$ cat src/rtl/unlock_pkg.sv
package unlock_pkg;

    typedef enum logic [2:0] {
        ST_IDLE,
        ST_CLK_HIGH,
        ST_CLK_LOW,
        ST_STOP_PREP,
        ST_STOP_SETUP,
        ST_STOP_HOLD,
        ST_STOP_RELEASE,
        ST_REPORT
    } unlock_state_t;

    // Pin drive bundle decoded from the state
    typedef struct packed {
        logic ovr;
        logic scl;
        logic sda;
        logic busy;
        logic done;
    } pin_drive_t;

endpackage

$ cat src/rtl/unlock_timer.sv
module unlock_timer #(
    parameter int HALF_CYCLES = 625
) (
    input  logic clk,
    input  logic rst_n,
    input  logic run,
    output logic expire
);
    localparam int CW = (HALF_CYCLES > 1) ? $clog2(HALF_CYCLES) : 1;
    localparam logic [CW-1:0] LAST = CW'(HALF_CYCLES - 1);

    logic [CW-1:0] cnt;

    assign expire = run && (cnt == LAST);

    // Counts clocks inside one step; restarts at every step boundary
    always_ff @(posedge clk or negedge rst_n) begin
        if (!rst_n) begin
            cnt <= '0;
        end else if (!run || expire) begin
            cnt <= '0;
        end else begin
            cnt <= cnt + 1'b1;
        end
    end
endmodule

$ cat src/rtl/unlock_pulse_cnt.sv
module unlock_pulse_cnt #(
    parameter int PULSES = 9
) (
    input  logic clk,
    input  logic rst_n,
    input  logic clear,
    input  logic step,
    output logic last
);
    localparam int PW = (PULSES > 1) ? $clog2(PULSES) : 1;
    localparam logic [PW-1:0] FINAL = PW'(PULSES - 1);

    logic [PW-1:0] done_pulses;

    assign last = (done_pulses == FINAL);

    always_ff @(posedge clk or negedge rst_n) begin
        if (!rst_n) begin
            done_pulses <= '0;
        end else if (clear) begin
            done_pulses <= '0;
        end else if (step) begin
            done_pulses <= done_pulses + 1'b1;
        end
    end
endmodule

$ cat src/rtl/i2c_bus_unlock.sv
module i2c_bus_unlock #(
    parameter int HALF_CYCLES = 625,
    parameter int PULSES      = 9
) (
    input  logic clk,
    input  logic rst_n,
    input  logic start_i,
    input  logic sda_in_i,
    output logic ovr_en_o,
    output logic scl_o,
    output logic sda_o,
    output logic busy_o,
    output logic done_o,
    output logic fail_o
);
    import unlock_pkg::*;

    unlock_state_t state_q, state_d;
    pin_drive_t    drive;
    logic          unit_end;
    logic          pulses_last;
    logic          accept;
    logic          pulse_step;
    logic          fail_q;

    assign accept     = start_i && (state_q == ST_IDLE);
    assign pulse_step = (state_q == ST_CLK_LOW) && unit_end && !pulses_last;

    unlock_timer #(.HALF_CYCLES(HALF_CYCLES)) u_timer (
        .clk    (clk),
        .rst_n  (rst_n),
        .run    (drive.busy),
        .expire (unit_end)
    );

    unlock_pulse_cnt #(.PULSES(PULSES)) u_pulses (
        .clk   (clk),
        .rst_n (rst_n),
        .clear (accept),
        .step  (pulse_step),
        .last  (pulses_last)
    );

    // State register
    always_ff @(posedge clk or negedge rst_n) begin
        if (!rst_n) begin
            state_q <= ST_IDLE;
        end else begin
            state_q <= state_d;
        end
    end

    // Result register: cleared on a new run, captured at the end of the final step
    always_ff @(posedge clk or negedge rst_n) begin
        if (!rst_n) begin
            fail_q <= 1'b0;
        end else if (accept) begin
            fail_q <= 1'b0;
        end else if (state_q == ST_STOP_RELEASE && unit_end) begin
            fail_q <= !sda_in_i;
        end
    end

    // Next-state logic
    always_comb begin
        state_d = state_q;
        unique case (state_q)
            ST_IDLE:         if (start_i)  state_d = ST_CLK_HIGH;
            ST_CLK_HIGH:     if (unit_end) state_d = ST_CLK_LOW;
            ST_CLK_LOW:      if (unit_end) state_d = pulses_last ? ST_STOP_PREP : ST_CLK_HIGH;
            ST_STOP_PREP:    if (unit_end) state_d = ST_STOP_SETUP;
            ST_STOP_SETUP:   if (unit_end) state_d = ST_STOP_HOLD;
            ST_STOP_HOLD:    if (unit_end) state_d = ST_STOP_RELEASE;
            ST_STOP_RELEASE: if (unit_end) state_d = ST_REPORT;
            ST_REPORT:                     state_d = ST_IDLE;
            default:                       state_d = ST_IDLE;
        endcase
    end

    // Output decode: fields are {ovr, scl, sda, busy, done}
    always_comb begin
        unique case (state_q)
            ST_IDLE:         drive = '{1'b0, 1'b1, 1'b1, 1'b0, 1'b0};
            ST_CLK_HIGH:     drive = '{1'b1, 1'b1, 1'b1, 1'b1, 1'b0};
            ST_CLK_LOW:      drive = '{1'b1, 1'b0, 1'b1, 1'b1, 1'b0};
            ST_STOP_PREP:    drive = '{1'b1, 1'b0, 1'b1, 1'b1, 1'b0};
            ST_STOP_SETUP:   drive = '{1'b1, 1'b0, 1'b0, 1'b1, 1'b0};
            ST_STOP_HOLD:    drive = '{1'b1, 1'b1, 1'b0, 1'b1, 1'b0};
            ST_STOP_RELEASE: drive = '{1'b1, 1'b1, 1'b1, 1'b1, 1'b0};
            ST_REPORT:       drive = '{1'b0, 1'b1, 1'b1, 1'b0, 1'b1};
            default:         drive = '{1'b0, 1'b1, 1'b1, 1'b0, 1'b0};
        endcase
    end

    assign ovr_en_o = drive.ovr;
    assign scl_o    = drive.scl;
    assign sda_o    = drive.sda;
    assign busy_o   = drive.busy;
    assign done_o   = drive.done;
    assign fail_o   = fail_q;
endmodule

$ cat config.mk
export PLATFORM = sky130hd
export DESIGN_NAME = i2c_bus_unlock
export DESIGN_NICKNAME = d
export VERILOG_FILES = /design/src/rtl/unlock_pkg.sv /design/src/rtl/unlock_timer.sv /design/src/rtl/unlock_pulse_cnt.sv /design/src/rtl/i2c_bus_unlock.sv
export SDC_FILE = /design/constraint.sdc
export NUM_CORES = 1
export LEC_CHECK = 0
export BUFFER_PORTS_ARGS = -buffer_cell sky130_fd_sc_hd__buf_4
export CORE_MARGIN = 2
export CORE_UTILIZATION = 60
export DETAILED_ROUTE_END_ITERATION = 8
export HOLD_SLACK_MARGIN = 0.02
export PLACE_DENSITY_LB_ADDON = 0.12
export SETUP_SLACK_MARGIN = 0.5
export SYNTH_ARGS = -nofsm -noshare
export SYNTH_HDL_FRONTEND = slang
export SYNTH_SLANG_ARGS = --single-unit
$ cat constraint.sdc
create_clock -name clk -period 3.6 [get_ports clk]
set_input_delay 0.54 -clock clk [delete_from_list [all_inputs] [get_ports clk]]
set_output_delay 0.54 -clock clk [all_outputs]
set_load 0.05 [all_outputs]
Yosys cells after proc, flatten, opt, wreduce, memory -nomap -nowiden
Memories as Yosys holds them, arrays and structs flattened. Cells that the tools add are included.

Multiply operators: 0. Add/subtract/negate cells: 2. Equal/unequal tests: 16. Mux-type cells: 14. Div/mod/pow operators: 0. Reductions and logical operators: 13. Shift operators: 0. Bitwise logic cells: 0. Order comparisons: 0.

Operators by type and width (number): 3-bit one-hot mux with 8 select lines (1); 3-bit two-way mux (7); 3-bit == test (second input constant) (4); 2-bit by 1-bit != test with 1-bit output (second input constant) (6); 10-bit by 1-bit adder with 10-bit output (second input constant) (1); 10-bit == test (second input constant) (1); 10-bit two-way mux (1); 4-bit two-way mux (2); 7-bit AND reduction (1); 3-bit by 2-bit == test with 1-bit output (second input constant) (2); 1-bit logical AND (5); 4-bit by 1-bit adder with 4-bit output (second input constant) (1); 4-bit == test (second input constant) (1); 2-bit nonzero test (2); 3-bit by 1-bit == test with 1-bit output (second input constant) (1); 1-bit zero test (3); 3-bit zero test (1); 1-bit two-way mux (2); 2-bit two-way mux (1); 2-bit != test (second input constant) (1); 1-bit logical OR (1).

Output and inout bits: 6. ROM bits: 40. Bits in latches: 0. Word-level logic and storage cells: 50. Flip-flop bits (word level): 18. RAM bits: 0. Memories kept: 1.

Memories: (name not given) (depth 8, width 5, rd ports 1, clocked after Yosys merged registers in 0, write ports 0, line i2c_bus_unlock.sv:82) `unique case (state_q)`.

Depth between registers and ports, before layout
Gate-level depths: netlist (run 1).

Depth after elaboration: 6. Gate-level depth with buffers: 7. Mapped depth without buffers: 6.

By module
From an unflattened synthesis (run 1), not the netlist that was laid out.

Cell total of the unflattened synthesis: 109. Area total of the unflattened synthesis: 1066.0 µm².

Modules (own cells, without submodules): unlock_timer (cells an instance 54, instances 1, area each 555.5 µm²); i2c_bus_unlock (cells an instance 34, instances 1, area each 290.3 µm²); unlock_pulse_cnt (cells an instance 21, instances 1, area each 220.2 µm²).

Least setup slack after synthesis (run 1)
Ideal clock, no wire load.

Path type: reg-to-reg. Start point: register state_q[1]. End point: register state_q[0]. Data required time: 3475 ps. Data arrival time: 2563 ps. Library setup time: 125 ps. Cell stages (with the launch flop): 6. Buffers on the path: 1. Period minus slack after synthesis: 2688 ps. Path slack: 912 ps. Cell sequence: dfrtp_1 clkbuf_1 and3_1 nor2_1 nand2_1 mux2_2.

Cells in the longest elaborated chain, start to end: 4.

RTL lines: from (decl) (line i2c_bus_unlock.sv:18) `unlock_state_t state_q, state_d;`; from (signal assigned) (line i2c_bus_unlock.sv:49) `state_q <= state_d;`; memory 8 x 5 bit (*); named net busy_o (line i2c_bus_unlock.sv:12) `output logic busy_o,`; 1-bit logical AND (*) (line unlock_timer.sv:14) `assign expire = run && (cnt == LAST);`; 2-bit by 1-bit != test with 1-bit output (no line); 7-bit AND reduction (no line) (*).

The timed path passes the listed nets; every way through them passes the cells marked *. A chain may end at the register's enable or synchronous reset.

Worst setup path after layout (run 1)
Start point: register u_timer.cnt[0]. End point: register u_pulses.done_pulses[3].

Cells in the longest elaborated chain, start to end: 5.

RTL lines: from (decl) (line unlock_timer.sv:12) `logic [CW-1:0] cnt;`; from (signal assigned) (line unlock_timer.sv:23) `cnt <= cnt + 1'b1;`; 10-bit == test (line unlock_timer.sv:14); 1-bit logical AND (line unlock_timer.sv:14); 1-bit logical AND (2 in a row) (line i2c_bus_unlock.sv:27) `assign pulse_step = (state_q == ST_CLK_LOW) && unit_end && !pulses_last;`; 2-bit nonzero test (no line); to (signal assigned) (line unlock_pulse_cnt.sv:23) `done_pulses <= done_pulses + 1'b1;`; to (decl) (line unlock_pulse_cnt.sv:13) `logic [PW-1:0] done_pulses;`.

No other way between the ends.

==> run summary, run 1 <==
Least-Margin Pin Slew - 0.9265 ns
Async set-or-reset flop fraction in the synthesized netlist - 100.0%
Filler Cell Count - 128
Hold Path Class - in2async
Post-synth EDFFs - 0
Pre-CTS setup slack - 1.229 ns
Row count - 14
Crit Path Class - reg2reg
Tcrit/Tclk final - 66.58%
R2R depth - 6
Max-slew violation count - 0
Core Region - 1524 um2
GR Util All Layers - 21.83%
Mean routed wirelength per cell - 13.79 um
Diode count - 0
Area of the die - 1983 um2
Reg-to-Reg End - u_pulses.done_pulses[3]
Final WS setup - 1.203 ns
CTS tree - yes
DRC - 0
Yosys reg bits - 18
Xor/xnor share of the synthesized area - 7.107%
GR Overflow Total - 0
Yosys synthesis warning count - 0
Max clock buf depth - 2
Synth unique cells - 30
Skew final - 0.002132 ns
Largest cells by area after synthesis - dfrtp_1 (46%), nor2_1 (5.7%), xnor2_1 (5.3%), ha_1 (5.1%), a21oi_1 (3.0%)
Final min period - 2.397 ns
Vias in the first global route - 768
Area grow syn2layout - 9.390%
TritonCTS Buffers - 3
Hold Worst Slack - 0.09203 ns
CTS H-tree depth - 1
Hold buffers post-CTS - 0
Fmax - 417.2 MHz
Starting Density - 64.70%
Total Wirelength - 1.793 mm
Largest net degree at the start of global routing - 19
CP max FO - 8
PwrDens - 745.9 nW/um2
Hold Violations, Final - 0
Initial antenna violation count - 0
Compound-gate portion of the synthesized area - 11.29%
Final Core Density - 70.77%
Met1 Usage GRT - 26.19%
Top cells by instance count after synthesis - dfrtp_1 (18), nor2_1 (15), inv_1 (7)
Max cap viols - 0
Reg area - 450.4 um2
I/O pins - 10
Post-synthesis average cell area - 9.214 um2
Crit path capture type - flip-flop
Register area share after synthesis - 45.69%
Port Buffer Count - 9
Peak VDD IR - 514.7 uV
Setup bufs post-CTS - 0
Die Wd - 44.54 um
Adder-cell share of the synthesized area - 5.076%
Gr busiest metal - met2
Router iterations before antenna repair - 4
Area occupied by multi-input gates - 478.0 um2
Clk sinks - 18
First-pass GRT wire length - 3.187 mm
Final #Nets - 123
R2R Setup Slk - 1.20 ns
Final setup violation count - 0
Antenna viol nets, final - 0
TNS Setup - 0 ns
Leak - 0.4815 nW
Critical path launch point type - flip-flop
GPL Wtd Cong - 0.7870
Syn nets - 115
Clock transition at path regs - 0.10 ns
Netlist Area Pre-Place - 985.9 um2
Detailed Place HPWL - 1.304 mm
Post-synthesis mux area share - 1.142%
R2r startpoint - u_timer.cnt[0]
Slew margin rel. - 37.36%
Via density - 5.908
Most numerous cell in the Yosys netlist - dfrtp_1
Synth Flop Type - dfrtp_1
CP Data Required Time - 3.83 ns
Via count - 768
Worst Path Arrival - 2.62 ns
Resized Gates After CTS - 0
Status - complete, no violations
Drt first-iter violations - 9
RSZ-0062 raised after global routing - no
Post-synth top area cell - dfrtp_1
Synth Instances - 107
Share of cells above drive strength 1 - 14.04%
Root Driver - clkbuf_4
Die span in y - 44.54 um
Post-synthesis simple-gate area fraction - 23.86%
Area share of the largest cell type after synthesis - 45.69%
Met3 Use GR - 2.857%
M2 GR Usage - 38.55%
Clk Latency, worst-skew pair - 0.29 ns
Largest family of logic cells by synthesized area - simple AND/OR/NAND/NOR gates
[routing by layer]
layer  part of all wire [%]  wire, um
met5                      0         0
met4                   0.56        10
met3                    3.3        59
met2                     54       967
met1                     42       756
[placed cells by master, fill, tap and decap left out, drive strengths merged, types with 2 or more instances in the layout]
master / instances
nand2b: 2
a211oi: 2
inv: 7
xnor2: 6
clkbuf: 4
nand3: 6
nor2: 15
nor3: 3
o21ai: 4
nand2: 5
xor2: 2
or3: 2
ha: 4
a21o: 2
and3: 3
buf: 9
or4: 3
o31ai: 2
a21oi: 6
dfrtp: 18
nand4: 2
[worst max path at each step]
| stage | from | endpoint | slack (ns) | cells after the start |
|---|---|---|---|---|
| floorplan | state_q[1] | state_q[0] | 0.91 | 5 |
| global placement | u_timer.cnt[0] | u_pulses.done_pulses[3] | 1.29 | 6 |
| detailed placement | u_timer.cnt[0] | u_pulses.done_pulses[3] | 1.23 | 6 |
| CTS | u_timer.cnt[0] | u_pulses.done_pulses[3] | 1.19 | 6 |
| global route | u_timer.cnt[0] | u_pulses.done_pulses[3] | 1.07 | 6 |
| finish | u_timer.cnt[0] | u_pulses.done_pulses[3] | 1.20 | 6 |
[cell families (layout without fill, tap and decap cells)]
logic type,after synthesis,count (layout)
xor+xnor,8,8
simple gates,45,45
buf+inv,13,20
flops,18,18
fa+ha+maj,4,4
mux,1,1
compound gates,18,18
[area by class of cell]
cell class / count / area share, %
clock buffers: 4 / 3.364
multi-input cells: 76 / 44.32
repair buffers: 9 / 6.265
well taps: 16 / 1.856
inverters: 7 / 2.436
flip-flops and latches: 18 / 41.76
[flip-flops by register name, indices dropped and copies added (netlist names)]
name                  cells
fail_o                    1
state_q                   3
u_pulses.done_pulses      4
u_timer.cnt              10
[through the flow]
step	power, mW	cells	instance area [um2]
after floorplan	0.6002	107	985.9
after global placement	0.6714	126	1042
final	0.8045	130	1079
after global routing	0.8588	130	1079
after detailed placement	0.6836	126	1042
after CTS	0.8101	130	1079
[power breakdown]
part           internal [mW]  switching (mW)
Clock                 0.0616          0.0633
Sequential             0.238          0.0654
Combinational          0.131           0.245
[worst max-delay path: stages (launching register included)]
cell and delay [ns]:
dfrtp_1 0.43, inv_1 0.08, ha_1 0.14, or4b_4 0.46, or4_1 0.54, or4_1 0.54, a21oi_1 0.14
Note: power is estimated with default switching activity, not from simulation.
==> run 2: changes to the inputs <==
--- a/config.mk
+++ b/config.mk
@@ -7,7 +7,7 @@
 export LEC_CHECK = 0
 export BUFFER_PORTS_ARGS = -buffer_cell sky130_fd_sc_hd__buf_4
 export CORE_MARGIN = 2
-export CORE_UTILIZATION = 60
+export CORE_UTILIZATION = 56
 export DETAILED_ROUTE_END_ITERATION = 8
 export HOLD_SLACK_MARGIN = 0.02
 export PLACE_DENSITY_LB_ADDON = 0.12
==> constraint.sdc (replaced) <==
create_clock -name clk -period 2.3 [get_ports clk]
set_input_delay 0.345 -clock clk [delete_from_list [all_inputs] [get_ports clk]]
set_output_delay 0.345 -clock clk [all_outputs]
set_load 0.05 [all_outputs]
==> run 2 against run 1 <==
Against the previous run: core utilization is 6.3 points higher; largest power group unchanged; clock power is 64% higher; global-route usage is 1.2 points higher.
==> run summary, run 2 (same netlist as run 1, synthesis figures left out) <==
Total Wirelength - 2.327 mm
Clk Latency, worst-skew pair - 0.31 ns
Status - complete, no violations
Via density - 5.858
CP Data Required Time - 2.45 ns
Worst Path Arrival - 2.37 ns
CTS tree - yes
Peak VDD IR - 1018 uV
Fmax - 451.0 MHz
Die span in y - 45.96 um
Critical path cell sequence - inv_1 > ha_1 > or4b_4 > or4_4 > buf_6 > o31ai_1 > a21oi_2
CP max FO - 6
Die Wd - 45.96 um
Starting Density - 58.37%
Max-slew violation count - 0
Commonest non-fill, non-tap cell in the layout - buf_4
TritonCTS Buffers - 3
Hold Path Class - in2reg
CTS H-tree depth - 1
Final min period - 2.217 ns
Max reg flops - 10
Initial antenna violation count - 0
Via count - 867
Final #Nets - 140
I/O pins - 10
Leak - 0.5755 nW
Skew final - 0.005620 ns
TNS Setup - 0 ns
First-pass GRT wire length - 3.450 mm
Hold Worst Slack - 0.2901 ns
Root Driver - clkbuf_4
Crit path capture type - flip-flop
Slew margin rel. - 25.90%
Slowest CP cell - or4b_4
GR Util All Layers - 23.06%
Clock transition at path regs - 0.11 ns
Diode count - 0
Vias in the first global route - 775
GPL Wtd Cong - 0.7863
Hold Violations, Final - 0
Commonest non-fill, non-tap cells in the layout - buf_4 (20), dfrtp_1 (15), nor2_1 (14)
Crit-path max cell delay - 0.46 ns
Clk sinks - 18
Power Total - 1.585 mW
Crit Path Class - reg2reg
Mean routed wirelength per cell - 15.72 um
Drt first-iter violations - 26
Largest regs - u_timer.cnt x10, u_pulses.done_pulses x4, state_q x3
Detailed Place HPWL - 1.351 mm
Port Buffer Count - 9
Area grow syn2layout - 32.11%
RSZ-0062 raised after global routing - yes
Largest net degree at the start of global routing - 19
Critical path launch point type - flip-flop
Max clock buf depth - 2
GR Overflow Total - 0
Share of cells above drive strength 1 - 37.40%
Biggest register - u_timer.cnt
Final setup violation count - 0
Router iterations before antenna repair - 4
DRC - 0
Final Core Density - 77.11%
Tcrit/Tclk final - 96.40%
Core Region - 1689 um2
Area of the die - 2112 um2
Least-Margin Pin Slew - 1.096 ns
Max cap viols - 0
Row count - 15
Antenna viol nets, final - 0
PwrDens - 1217 nW/um2
==> run 2: changes by cell type in the layout (fill, tap and decap cells not counted), sizes merged <==
cell / change
dlygate4sd3: +1
buf: +16
==> run 2: where the power goes <==
group / leakage [nW] / switching (mW) / internal (mW)
combinational: 0.315 / 0.503 / 0.407
sequential: 0.240 / 0.0916 / 0.378
clock: 0.0210 / 0.108 / 0.0967
==> run 2: final timing paths <==
| kind | startpoint | to | cells after the start | slack (ns) |
|---|---|---|---|---|
| min in group asynchronous | rst_n | u_timer.cnt[7] | 2 | 0.43 |
| worst min-delay path | sda_in_i | fail_o | 3 | 0.29 |
| worst min register to register | u_timer.cnt[6] | u_timer.cnt[6] | 2 | 0.56 |
| max in group asynchronous | rst_n | state_q[0] | 2 | 1.66 |
| worst max-delay path | u_timer.cnt[0] | u_pulses.done_pulses[2] | 7 | 0.08 |
| worst max register to register | u_timer.cnt[0] | u_pulses.done_pulses[2] | 7 | 0.08 |
==> run 2: per-stage QoR <==
| stage | worst slack (ns) | instances | area [um2] |
|---|---|---|---|
| global placement | 0.1416 | 131 | 1089 |
| detailed placement | 0.1000 | 131 | 1089 |
| CTS | 0.1630 | 143 | 1221 |
| floorplan | 0.03814 | 107 | 1012 |
| global route | 0.01188 | 148 | 1303 |
| finish | 0.08273 | 148 | 1303 |
==> run 2: worst max-delay path, delay by kind of cell (launching register included) <==
| kind | cells | cell delay [ns] |
|---|---|---|
| compound gates | 2 | 0.43 |
| buf+inv | 2 | 0.21 |
| fa+ha+maj | 1 | 0.13 |
| flops | 1 | 0.40 |
| simple gates | 2 | 0.91 |
==> run 2: repair_timing <==
| item | in CTS | in global routing |
|---|---|---|
| endpoints found under the hold margin | 18 | 0 |
| pin swaps | 8 | 4 |
| gates cloned | 1 | 0 |
| setup endpoints to repair | 20 | 20 |
| hold buffers | 1 | 0 |
| setup buffers | 6 | 5 |
| resized for setup | 11 | 12 |
==> run 2: routing by layer <==
| metal | wire length [um] | global-route usage (%) | vias to the layer above |
|---|---|---|---|
| met4 | 50 | 13.14 | 0 |
| met1 | 976 | 29.88 | 430 |
| met2 | 1240 | 36.94 | 18 |
| li1 | - | - | 412 |
| met5 | 0 | 0 | - |
| met3 | 59 | 2.381 | 7 |
==> run 2: area by class of cell <==
| cell class | instances | area, um2 |
|---|---|---|
| inverter | 7 | 26.28 |
| tap | 17 | 21.27 |
| clock buffer | 4 | 36.28 |
| sequential | 18 | 454.2 |
| fill | 124 | 386.6 |
| timing repair buffer | 26 | 216.5 |
| multi-input combinational | 76 | 548.0 |
